File: src/rtl/reaction_game.sv
module reaction_game #(
  parameter int LAMPS  = 4,
  parameter int LFSR_W = 8,
  parameter logic [LFSR_W-1:0] FB_MASK = 8'hB8,
  parameter logic [LFSR_W-1:0] SEED    = 8'h01
) (
  input  logic             clk,
  input  logic             rst,
  input  logic [LAMPS-1:0] btn,
  output logic [LAMPS-1:0] lamp,
  output logic             err
);
  localparam int SW = LAMPS + 1;
  localparam logic [SW-1:0] ST_OK    = '0;
  localparam logic [SW-1:0] ST_ERR   = SW'(1) << LAMPS;
  localparam logic [SW-1:0] ST_FIRST = SW'(1);

  logic [SW-1:0]     st, st_nx;
  logic [LFSR_W-1:0] lfsr;
  logic              sen, fb, lit, stopped;
  logic [LAMPS-1:0]  cur, rot;

  assign fb  = ^(lfsr & FB_MASK);
  assign sen = lfsr[0];

  always_ff @(posedge clk) begin
    if (rst) lfsr <= SEED;
    else     lfsr <= {lfsr[LFSR_W-2:0], fb};
  end

  assign cur     = st[LAMPS-1:0];
  assign rot     = {cur[LAMPS-2:0], cur[LAMPS-1]};
  assign stopped = (cur == '0);
  assign lit     = !st[LAMPS] && ($countones(cur) == 1);

  always_comb begin
    st_nx = st;
    if (stopped) begin
      if (btn == '0) st_nx = ST_FIRST;
    end else if (lit) begin
      if ((btn & ~cur) != '0) st_nx = ST_ERR;
      else if (btn != '0)     st_nx = ST_OK;
      else if (sen)           st_nx = {1'b0, rot};
    end else begin
      st_nx = ST_FIRST;
    end
  end

  always_ff @(posedge clk) begin
    if (rst) st <= ST_OK;
    else     st <= st_nx;
  end

  assign lamp = cur;
  assign err  = st[LAMPS];
endmodule

File: config.mk
export PLATFORM = sky130hd
export DESIGN_NAME = reaction_game
export DESIGN_NICKNAME = d
export VERILOG_FILES = /design/src/rtl/reaction_game.sv
export SDC_FILE = /design/constraint.sdc
export NUM_CORES = 1
export LEC_CHECK = 0
export CAP_MARGIN = 25
export CORE_MARGIN = 4
export CORE_UTILIZATION = 25
export CTS_BUF_LIST = sky130_fd_sc_hd__clkbuf_8 sky130_fd_sc_hd__clkbuf_16
export DETAILED_ROUTE_END_ITERATION = 8
export DONT_BUFFER_PORTS = 1
export HOLD_SLACK_MARGIN = 0.15
export MAX_ROUTING_LAYER = met4
export PLACE_DENSITY = 0.42
export SLEW_MARGIN = 20
export SYNTH_ARGS = -nofsm -noshare
export SYNTH_HDL_FRONTEND = slang
export SYNTH_SLANG_ARGS = --single-unit
File: constraint.sdc
create_clock -name clk -period 3.3 [get_ports clk]
set_input_delay 0.165 -clock clk [delete_from_list [all_inputs] [get_ports clk]]
set_output_delay 0.165 -clock clk [all_outputs]
set_load 0.005 [all_outputs]
==> summary.md <==
| Metric | Value |
|---|---|
| Port Buf Inserts | 0 |
| Fill count | 245 |
| Die area | 3291 µm² |
| H-tree levels | 1 |
| Max Fclk | 0.4104 GHz |
| # diodes | 0 |
| Tot GR Track Use | 8.749% |
| Fin crit period | 2437 ps |
| Cell Chain, Critical Path | inv_1 > fa_1 > inv_1 > ha_1 > ha_1 > nor4b_2 > and2_1 > nand4_1 > a31oi_1 |
| Crit Path Class | flip-flop to flip-flop |
| Final GP Congestion | 0.7148 |
| Startpoint Class | flip-flop |
| Seq/Total Area, Yosys | 42.71% |
| First-pass GRT wire length | 2118 µm |
| Number of global-route vias before repair | 459 |
| DR vias/cell | 4.511 |
| DP HPWL | 828.6 µm |
| Endpoints failing setup | 0 |
| Worst clock skew | 1.409 ps |
| Clock tree buffer depth | 2 |
| # clock sinks | 13 |
| Slew @ Worst Pin | 474.6 ps |
| Total Nets Final | 77 |
| Num CTS Buffers | 3 |
| ANT nets after route | 0 |
| CTS Root Buffer Type | clkbuf_8 |
| Slowest stage delay, CP | 510 ps |
| Leakage | 0.2913 nW |
| Buffer and inverter count on the worst path | 2 |
| Status | finished, final reports clean |
| Initial DRC Count | 5 |
| Psw | 0.07880 mW |
| Die H | 57.37 µm |
| Initial Util | 26.77% |
| Overflow after GRT | 0 |
| Crit path DAT | 2600 ps |
| P_int | 0.2637 mW |
| Syn. warnings | 0 |
| Switching share of total power | 23.01% |
| Antenna violations before repair | 0 |
| Cells after Synth | 59 |
| RSZ-0062 raised after global routing | no |
| Logic pwr share | 10.1% |
| Top delay family on crit path | adder cells |
| CTS tree | built |
| Reg2reg setup slack | 860 ps |
| Hold Path Class | input pin to flip-flop |
| Area growth, synth to finish | 19.30% |
| Synthesized cell area | 609.3 µm² |
| Critical path capture point type | flip-flop |
| Initial DRT Pass Iterations | 3 |
| Final setup TNS | 0 ps |
| Pin count of the biggest net entering global routing | 14 |
| Row count | 17 |
| Final hold vios | 0 |
| Slowest-stage cell, CP | fa_1 |
| Post-CTS resize count | 0 |
| Unique masters post-synth | 27 |
| Die width | 57.37 µm |
| Share of layout cells above drive strength 1 | 15.15% |
| Syn_nets | 69 |
| Area of the core | 2276 µm² |
| Final period util | 73.84% |
| Clock latency on the worst-skew pair | 240 ps |
| WP data required | 3470 ps |
| Drt wl/cell | 11.76 µm |
| Via count | 424 |
| Min Hold Slack | 151.8 ps |
| Syn_area_per_cell | 10.33 µm² |
| Worst-path fanout max | 5 |
| Peak VDD IR | 0.2326 mV |
| Flop and latch count out of synthesis | 13 |
| Post-layout util | 31.94% |
| Part of the power in registers | 49.0% |
| Reg clk slew, reported paths | 60 ps |
| DRC | 0 |
| Max cap viols | 0 |
| Post-Route WL | 1105 µm |
| Power Density | 471.2 nW/µm² |
| Io pins | 11 |
| Clock power share | 41.0% |
| Max Slew Vio Count | 0 |
| Relative slew slack | 68.25% |
[final timing paths]
| path | depth (start not counted) | from | end |
|---|---|---|---|
| max | 9 | st[1]$_SDFFE_PP0P_ | st[1]$_SDFFE_PP0P_ |
| max reg2reg | 9 | st[1]$_SDFFE_PP0P_ | st[1]$_SDFFE_PP0P_ |
| min reg2reg | 1 | lfsr[6]$_SDFF_PP0_ | lfsr[7]$_SDFF_PP0_ |
| min | 3 | btn[3] | st[1]$_SDFFE_PP0P_ |
[per-layer routing]
layer	GRT usage (%)	wire, µm	up-vias
li1	-	-	216
met1	10.28	522	198
met2	13.06	502	8
met3	3.394	71	2
met4	3.974	8	0
met5	-	0	-
[area by class of cell]
type | instances | area (µm²) | area share, %
clock inverters | 1 | 5.005 | 0.6885
clock buffers | 3 | 41.29 | 5.680
flip-flops and latches | 13 | 260.3 | 35.80
well taps | 28 | 35.03 | 4.819
repair buffers | 4 | 40.04 | 5.508
multi-input cells | 38 | 319.1 | 43.89
inverters | 7 | 26.28 | 3.614
[worst reg2reg max path: stages, from the launching register on]
cell	delay (ps)
dfxtp_1	410
inv_1	130
fa_1	510
inv_1	40
ha_1	170
ha_1	280
nor4b_2	320
and2_1	240
nand4_1	110
a31oi_1	160
[power by group through the flow]
stage	registers, mW	logic (mW)	clock network, mW
after floorplan	0.170	0.0270	0
after global placement	0.171	0.0298	0
after detailed placement	0.171	0.0296	0
after CTS	0.168	0.0353	0.144
after global routing	0.169	0.0403	0.155
final	0.168	0.0346	0.140
[cell usage after synthesis, drive strengths merged]
library cell   n  share of area, %
a21o           1               1.2
a21oi          1              0.82
a221oi         1               2.5
a22oi          2               2.5
a31oi          1               1.0
and2           1               1.0
buf            1              0.62
dfxtp         13                43
fa             1               3.3
ha             3               6.2
inv            7               4.3
mux2i          2               3.3
nand2          3               2.3
nand2b         1               1.0
nand4          2               2.1
nor2           2               1.2
nor2b          6               6.2
nor4           3               5.5
nor4b          1               2.5
o21ai          1              0.82
o22ai          1               1.0
or3b           1               1.8
or4            1               1.8
xnor2          1               1.4
xor2           2               2.9
[cells in the final DEF, fill, tap and decap left out]
master,instances
o22ai_1,1
nor2b_1,6
clkbuf_8,3
clkinv_2,1
xnor2_1,1
dlygate4sd3_1,4
and2_1,1
nor4_1,2
o21ai_0,1
fa_1,1
nand2_2,1
nor4b_2,1
a21o_1,1
a22oi_1,2
xor2_1,2
nor2_1,2
or4_4,1
a221oi_2,1
dfxtp_1,13
or3b_4,1
nand2_1,2
a21oi_1,1
mux2i_1,2
nand2b_1,1
inv_1,7
a31oi_1,1
ha_1,3
nand4_1,2
nor4_4,1
[cells by family after synthesis]
group	after synthesis	synth area share, %
XOR/XNOR	3	4.313
multiplexers	2	3.286
adder cells (fa/ha/maj)	4	9.446
AND/OR/NAND/NOR	21	25.46
buffers and inverters	8	4.928
flip-flops	13	42.71
AO/OA/AOI/OAI	8	9.855
[flip-flops by register name, summed over array words and instances, names as in the netlist]
name	cells
lfsr	8
st	5
[stage by stage]
step / setup WS, ps / power, mW / cells / instance area [µm²]
after floorplan: 1037 / 0.1969 / 59 / 609.3
after global placement: 852.2 / 0.2011 / 86 / 640.6
after detailed placement: 849.7 / 0.2007 / 86 / 640.6
after CTS: 823.3 / 0.3469 / 94 / 726.9
after global routing: 661.0 / 0.3643 / 94 / 726.9
final: 863.4 / 0.3425 / 94 / 726.9
[what timing repair did]
| action | in CTS | in global routing |
|---|---|---|
| hold buffers | 4 | 0 |
| setup buffers | 0 | 0 |
| endpoints found under the hold margin | 13 | 0 |
Note: power is estimated with default switching activity, not from simulation.
